$ cat src/rtl/fpstat_pkg.sv
package fpstat_pkg;

    localparam int CC_W  = 4;
    localparam int EXC_W = 8;
    localparam int ACC_W = 5;

    typedef enum logic [2:0] {
        CLS_NUM  = 3'd0,
        CLS_ZERO = 3'd1,
        CLS_INF  = 3'd2,
        CLS_QNAN = 3'd3,
        CLS_SNAN = 3'd4
    } res_class_e;

    // Condition nibble, high to low
    typedef struct packed {
        logic neg;
        logic zero;
        logic inf;
        logic nan;
    } cc_t;

    // Current-exception byte, high to low
    typedef struct packed {
        logic bsun;
        logic snan;
        logic operr;
        logic ovfl;
        logic unfl;
        logic dz;
        logic inex2;
        logic inex1;
    } exc_t;

    // Accrued field, high to low
    typedef struct packed {
        logic iop;
        logic ovfl;
        logic unfl;
        logic dz;
        logic inex;
    } acc_t;

    // Accrual contribution of one exception byte
    function automatic acc_t acc_contrib(exc_t e);
        acc_t a;
        a.iop  = e.bsun | e.snan | e.operr;
        a.ovfl = e.ovfl;
        a.unfl = e.unfl & e.inex2;
        a.dz   = e.dz;
        a.inex = e.inex1 | e.inex2 | e.ovfl;
        return a;
    endfunction

endpackage

$ cat src/rtl/fpstat_cc_gen.sv
module fpstat_cc_gen
    import fpstat_pkg::*;
(
    input  logic [2:0] cls,
    input  logic       sign,
    output cc_t        cc,
    output logic       snan_hit
);
    always_comb begin
        cc       = '0;
        cc.neg   = sign;
        snan_hit = 1'b0;
        case (res_class_e'(cls))
            CLS_ZERO: cc.zero = 1'b1;
            CLS_INF:  cc.inf  = 1'b1;
            CLS_QNAN: cc.nan  = 1'b1;
            CLS_SNAN: begin
                cc.nan   = 1'b1;
                snan_hit = 1'b1;
            end
            default:  ;
        endcase
    end
endmodule

$ cat src/rtl/fpstat_acc_merge.sv
module fpstat_acc_merge
    import fpstat_pkg::*;
(
    input  acc_t acc_old,
    input  exc_t exc_new,
    output acc_t acc_next
);
    acc_t contrib;
    always_comb begin
        contrib  = acc_contrib(exc_new);
        acc_next = acc_old | contrib;
    end
endmodule

$ cat src/rtl/fpstat_trap_detect.sv
module fpstat_trap_detect #(
    parameter int WIDTH = 8
) (
    input  logic [WIDTH-1:0] exc,
    input  logic [WIDTH-1:0] en,
    output logic             hit
);
    logic [WIDTH-1:0] masked;
    for (genvar i = 0; i < WIDTH; i++) begin : g_bit
        assign masked[i] = exc[i] & en[i];
    end
    assign hit = |masked;
endmodule

$ cat src/rtl/fpstat_accrue.sv
module fpstat_accrue
    import fpstat_pkg::*;
#(
    parameter int STAT_W  = 32,
    parameter int CC_LSB  = 24,
    parameter int EXC_LSB = 8,
    parameter int ACC_LSB = 3
) (
    input  logic              clk,
    input  logic              rst,
    input  logic              wr_en,
    input  logic [STAT_W-1:0] wr_data,
    input  logic              upd_valid,
    input  logic [2:0]        res_class,
    input  logic              res_sign,
    input  logic [EXC_W-1:0]  op_exc,
    input  logic [EXC_W-1:0]  enable_mask,
    output logic [STAT_W-1:0] status,
    output logic              trap_req
);
    localparam int CC_MSB    = CC_LSB + CC_W - 1;
    localparam int EXC_MSB   = EXC_LSB + EXC_W - 1;
    localparam int ACC_MSB   = ACC_LSB + ACC_W - 1;
    localparam int ACC_UNFL  = ACC_LSB + 2;
    localparam int EXC_UNFL  = EXC_LSB + 3;
    localparam int EXC_INEX2 = EXC_LSB + 1;

    logic [STAT_W-1:0] status_q, status_d;
    logic              trap_q;
    logic              past_ok;
    cc_t               cc_new;
    logic              snan_hit;
    exc_t              exc_new;
    acc_t              acc_old, acc_new;
    logic              trap_hit;
    logic              do_upd;

    fpstat_cc_gen u_cc (
        .cls      (res_class),
        .sign     (res_sign),
        .cc       (cc_new),
        .snan_hit (snan_hit)
    );

    always_comb begin
        exc_new      = exc_t'(op_exc);
        exc_new.snan = exc_new.snan | snan_hit;
    end

    assign acc_old = acc_t'(status_q[ACC_MSB:ACC_LSB]);

    fpstat_acc_merge u_acc (
        .acc_old  (acc_old),
        .exc_new  (exc_new),
        .acc_next (acc_new)
    );

    fpstat_trap_detect #(.WIDTH(EXC_W)) u_trap (
        .exc (exc_new),
        .en  (enable_mask),
        .hit (trap_hit)
    );

    assign do_upd = upd_valid & ~wr_en;

    always_comb begin
        status_d = status_q;
        if (wr_en) begin
            status_d = wr_data;
        end else if (upd_valid) begin
            status_d[CC_MSB:CC_LSB]   = cc_new;
            status_d[EXC_MSB:EXC_LSB] = exc_new;
            status_d[ACC_MSB:ACC_LSB] = acc_new;
        end
    end

    always_ff @(posedge clk) begin
        if (rst) begin
            status_q <= '0;
            trap_q   <= 1'b0;
            past_ok  <= 1'b0;
        end else begin
            status_q <= status_d;
            trap_q   <= do_upd & trap_hit;
            past_ok  <= 1'b1;
        end
    end

    assign status   = status_q;
    assign trap_req = trap_q;

    // trap only in the cycle after an accepted update
    assert_trap_after_strobe_R9: assert property (@(posedge clk) disable iff (rst || !past_ok)
        trap_q |-> $past(upd_valid && !wr_en));

    // a trap implies an enabled bit in the stored exception byte
    assert_trap_enabled_R9: assert property (@(posedge clk) disable iff (rst || !past_ok)
        trap_q |-> ((status_q[EXC_MSB:EXC_LSB] & $past(enable_mask)) != '0));

    // host write wins
    assert_write_wins_R10: assert property (@(posedge clk) disable iff (rst || !past_ok)
        $past(wr_en) |-> (status_q == $past(wr_data)));

    // accrued bits never drop without a write
    assert_accrued_sticky_R8: assert property (@(posedge clk) disable iff (rst || !past_ok)
        !$past(wr_en) |-> ((status_q[ACC_MSB:ACC_LSB] & $past(status_q[ACC_MSB:ACC_LSB]))
                           == $past(status_q[ACC_MSB:ACC_LSB])));

    // at most one class bit after an update
    assert_one_class_R2: assert property (@(posedge clk) disable iff (rst || !past_ok)
        $past(upd_valid && !wr_en) |-> $onehot0(status_q[CC_LSB+2:CC_LSB]));

    // idle cycles hold the word
    assert_idle_hold_R11: assert property (@(posedge clk) disable iff (rst || !past_ok)
        $past(!wr_en && !upd_valid) |-> $stable(status_q));

    // a new accrued underflow needs both underflow and inexact result
    assert_unfl_pair_R6: assert property (@(posedge clk) disable iff (rst || !past_ok)
        ($past(upd_valid && !wr_en) && !$past(status_q[ACC_UNFL]) && status_q[ACC_UNFL])
        |-> (status_q[EXC_UNFL] && status_q[EXC_INEX2]));

endmodule

$ cat config.mk
export PLATFORM = sky130hd
export DESIGN_NAME = fpstat_accrue
export DESIGN_NICKNAME = d
export VERILOG_FILES = /design/src/rtl/fpstat_pkg.sv /design/src/rtl/fpstat_cc_gen.sv /design/src/rtl/fpstat_acc_merge.sv /design/src/rtl/fpstat_trap_detect.sv /design/src/rtl/fpstat_accrue.sv
export SDC_FILE = /design/constraint.sdc
export NUM_CORES = 1
export LEC_CHECK = 0
export CAP_MARGIN = 25
export CORE_ASPECT_RATIO = 0.6
export CORE_UTILIZATION = 25
export CTS_BUF_LIST = sky130_fd_sc_hd__clkbuf_8
export DETAILED_ROUTE_END_ITERATION = 8
export SLEW_MARGIN = 20
export SYNTH_ARGS = -nofsm -noshare
export SYNTH_HDL_FRONTEND = slang
export SYNTH_HIERARCHICAL = 1
export SYNTH_SLANG_ARGS = --single-unit
$ cat constraint.sdc
create_clock -name clk -period 1.6 [get_ports clk]
set_input_delay 0.32 -clock clk [delete_from_list [all_inputs] [get_ports clk]]
set_output_delay 0.32 -clock clk [all_outputs]
set_load 0.005 [all_outputs]
==> impl_results.md <==
- Status: completed
- Final estimated routing congestion in global placement: 0.782
- Setup repair after global routing missed its margin: no
- Top FF cell, synth: dfxtp_1
- Delay of the slowest cell on the worst path: about 0.40 ns
- Count of different cell masters after synthesis: 24
- Clock slew seen by the registers of the worst setup and hold paths: ~0.07 ns
- Register bit count reported by yosys: 33
- Gate count of the mapped netlist: approximately 150
- Leakage Power: 1.09 nW
- Most frequent cell after synthesis: dfxtp_1
- Crit. End Element: register
- Summed instance area of the synthesized netlist: between 0.0015 and 0.002 mm²
- Die boundary height: slightly above 60 µm
- Most common library cells after synthesis: 33 x dfxtp_1, 31 x mux2i_1, 16 x a211oi_1, 16 x nor2_1, 16 x nor2b_1
- Number of sinks on the clock net: 33
- Critical path required time: about 1.8 ns
- Cell type contributing the most total cell area after synthesis: dfxtp_1
- Number of antenna violations at the first check in global routing: 0
- Overall fraction of global-route tracks in use: between 10% and 20%
- Placed instance area: 0.00255 mm²
- Post-synth EDFFs: 0
- Detailed-placement wirelength estimate: around 3300 µm
- CP max-delay cell: or4_1
- Total wire length: about 4300 µm
- Largest cells by area after synthesis: dfxtp_1 44%, mux2i_1 21%, a211oi_1 8.0%
- Largest delay contributor family on the critical path: simple AND/OR/NAND/NOR gates
- Hold Path Stages: 2
- Setup slack of the critical path after layout: about 0.09 ns
- Global-route wire length before repair: about 6500 µm
- GR Overflow Total: 0
- Post-CTS Setup Repair Bufs: 0
- Fraction of registers with async set/reset: 0%
- Worst Path Max Fanout: 2
- Max IR drop VDD: roughly 0.29 mV
- Hold wc startpoint: wr_en
- Endpoint arrival time on the critical path: ~1.7 ns
- Slew @ Worst Pin: about 0.32 ns
- Clk Tree Root Cell: clkbuf_8
- Max cap viols: 0
- Worst reg2reg setup slack: between 0.4 and 0.5 ns
- Clock tree from TritonCTS: done
- Final setup violation count: 0
- Fmax: around 0.66 GHz
- Fraction of final layout cells with drive strength greater than 1: between 10% and 20%
- Number of buffers added by the clock tree synthesis step: 5
- Synthesized netlist net count: 201
- Via count normalized by instance count: 4.26
- Share of the synthesized area in the top cell type: roughly 44%
- Crit path launch type: input pin
- Number of hold buffers added after cts: 0
- Count of inserted antenna diode cells: 0
- Final critical-path required period: 1.51 ns
- Number of placement rows: 21
- Syn avg cell area: roughly 10 µm²
- Worst-case clock skew: 0 ns
- Maximum number of buffers from clock root to sink: 2
- Number of warning messages in the yosys log: 6
- Setup total negative slack: 0 ns
- Count of H-tree levels built during CTS: 2
- Class of the tightest hold or removal check: in -> reg
- Reg2reg end: status[7]$_SDFFE_PP0P_
- Final clock period utilization by the worst path: between 90% and 100%
- Reg2reg path depth: 3
- Number of hold violations in the final report: 0
- Die ar.: between 0.006 and 0.007 mm²
- Largest net degree at the start of global routing: 25
- Power density cells: 759 mW/mm²
- Area grow syn2layout: 76.0%
- Buf+Inv Stages, Crit Path: 1
- Number of antenna-violating nets in the routed design: 0
- Count of boundary I/O pins: 89
- Type of the worst setup path: in -> reg
- Post-layout nets: 300
- Worst-skew pair later-pin latency: between 0.2 and 0.3 ns
- Series of cell instances along the critical path: dlygate4sd2_1 -> nor3b_4 -> or2_2 -> or4_1 -> mux2i_1 -> a211oi_1
- Tightest slew margin relative to the limit: 78.9%
- Vias in the first global route: 1220
- Starting density of the core: approximately a quarter
- Post-route cell area: ~0.0026 mm²
- Width of the die: between 100 and 150 µm
- Total number of vias: about 1400
- Port Buffer Count: slightly below 90
- Violation count after the first detailed-route iteration: 33
- Total power draw: ~2 mW
- Area inside the core boundary: approximately 0.0057 mm²
- Sink of the worst hold path: trap_req$_SDFF_PP0_
- Wire length per cell: about 13 µm
- Remaining design rule violation count: 0
- Final Slew Violations: 0
- Worst reg2reg path startpoint: status[7]$_SDFFE_PP0P_
- Place WS: -0.512 ns
- Seq/Total Area, Yosys: roughly 44%
- Detailed-router iteration count before antenna repair: 4
## worst max path at each step
stage | cells past startpoint | endpoint | slack (ns) | start
after floorplan | 5 | status[7]$_SDFFE_PP0P_ | 0.009 | res_class[2]
after global placement | 6 | status[7]$_SDFFE_PP0P_ | -0.46 | res_class[2]
after detailed placement | 6 | status[7]$_SDFFE_PP0P_ | -0.51 | res_class[2]
after CTS | 5 | status[7]$_SDFFE_PP0P_ | 0.06 | op_exc[6]
after global routing | 6 | status[7]$_SDFFE_PP0P_ | 0.02 | res_class[2]
final | 6 | status[7]$_SDFFE_PP0P_ | 0.09 | res_class[2]
## kinds of logic after synthesis
logic type	share of synthesized area, %
DFF	44.0
muxes	20.7
AOI/OAI and AO/OA	12.1
and+or+nand+nor	17.4
buffers and inverters	5.83
## per-layer routing
| layer | routed length [µm] | GRT usage [%] | up-vias |
|---|---|---|---|
| li1 | - | - | 711 |
| met2 | 1580 | 17.5 | 53 |
| met4 | 17 | 3.06 | 0 |
| met5 | 0 | 0 | - |
| met3 | 318 | 4.70 | 2 |
| met1 | 2400 | 21.9 | 613 |
## repair_timing
action	4_1_cts	5_1_grt
pin swaps	2	0
cloned	0	0
endpoints found under the setup margin	1	1
gates resized for setup	4	1
## stage by stage
| stage | util [%] | hold slack (ns) | instances |
|---|---|---|---|
| after floorplan | - | 0.467 | 145 |
| after global placement | 45.0 | 0.475 | 317 |
| after detailed placement | 45.0 | 0.486 | 317 |
| after CTS | 46.5 | 0.464 | 324 |
| after global routing | 46.6 | 0.481 | 324 |
| final | 46.6 | 0.463 | 324 |
## report_power, final
group / total (mW) / leakage (nW) / switching, mW / internal (mW)
logic: 0.474 / 0.767 / 0.158 / 0.317
registers: 0.908 / 0.274 / 0.0296 / 0.878
clock network: 0.623 / 0.0485 / 0.288 / 0.335
total: 2.01 / 1.09 / 0.475 / 1.53
## sequential cells by signal, summed over array words and instances (netlist names)
register	count
trap_req	1
status	32
## layout by cell type, fill, tap and decap left out, drive strengths merged
cell	instances
or2	3
clkbuf	6
nand4	1
dlymetal6s2s	1
mux2i	31
nor3b	4
a211oi	16
dlygate4sd2	3
o41ai	1
nor2	16
a21o	1
nor4bb	1
nor2b	16
dfxtp	33
clkdlybuf4s50	83
nand2	1
nand3b	1
a22oi	4
or4	2
buf	17
inv	2
o21bai	1
## layout make-up
cell class	instances	area, µm²
clock buffers	6	82.6
clock inverters	1	3.75
fillers	575	3030
inverters	1	3.75
multi-input cells	99	759
flip-flops and latches	33	661
well taps	80	100
repair buffers	104	1030
Power figures use the tool's default switching activity.
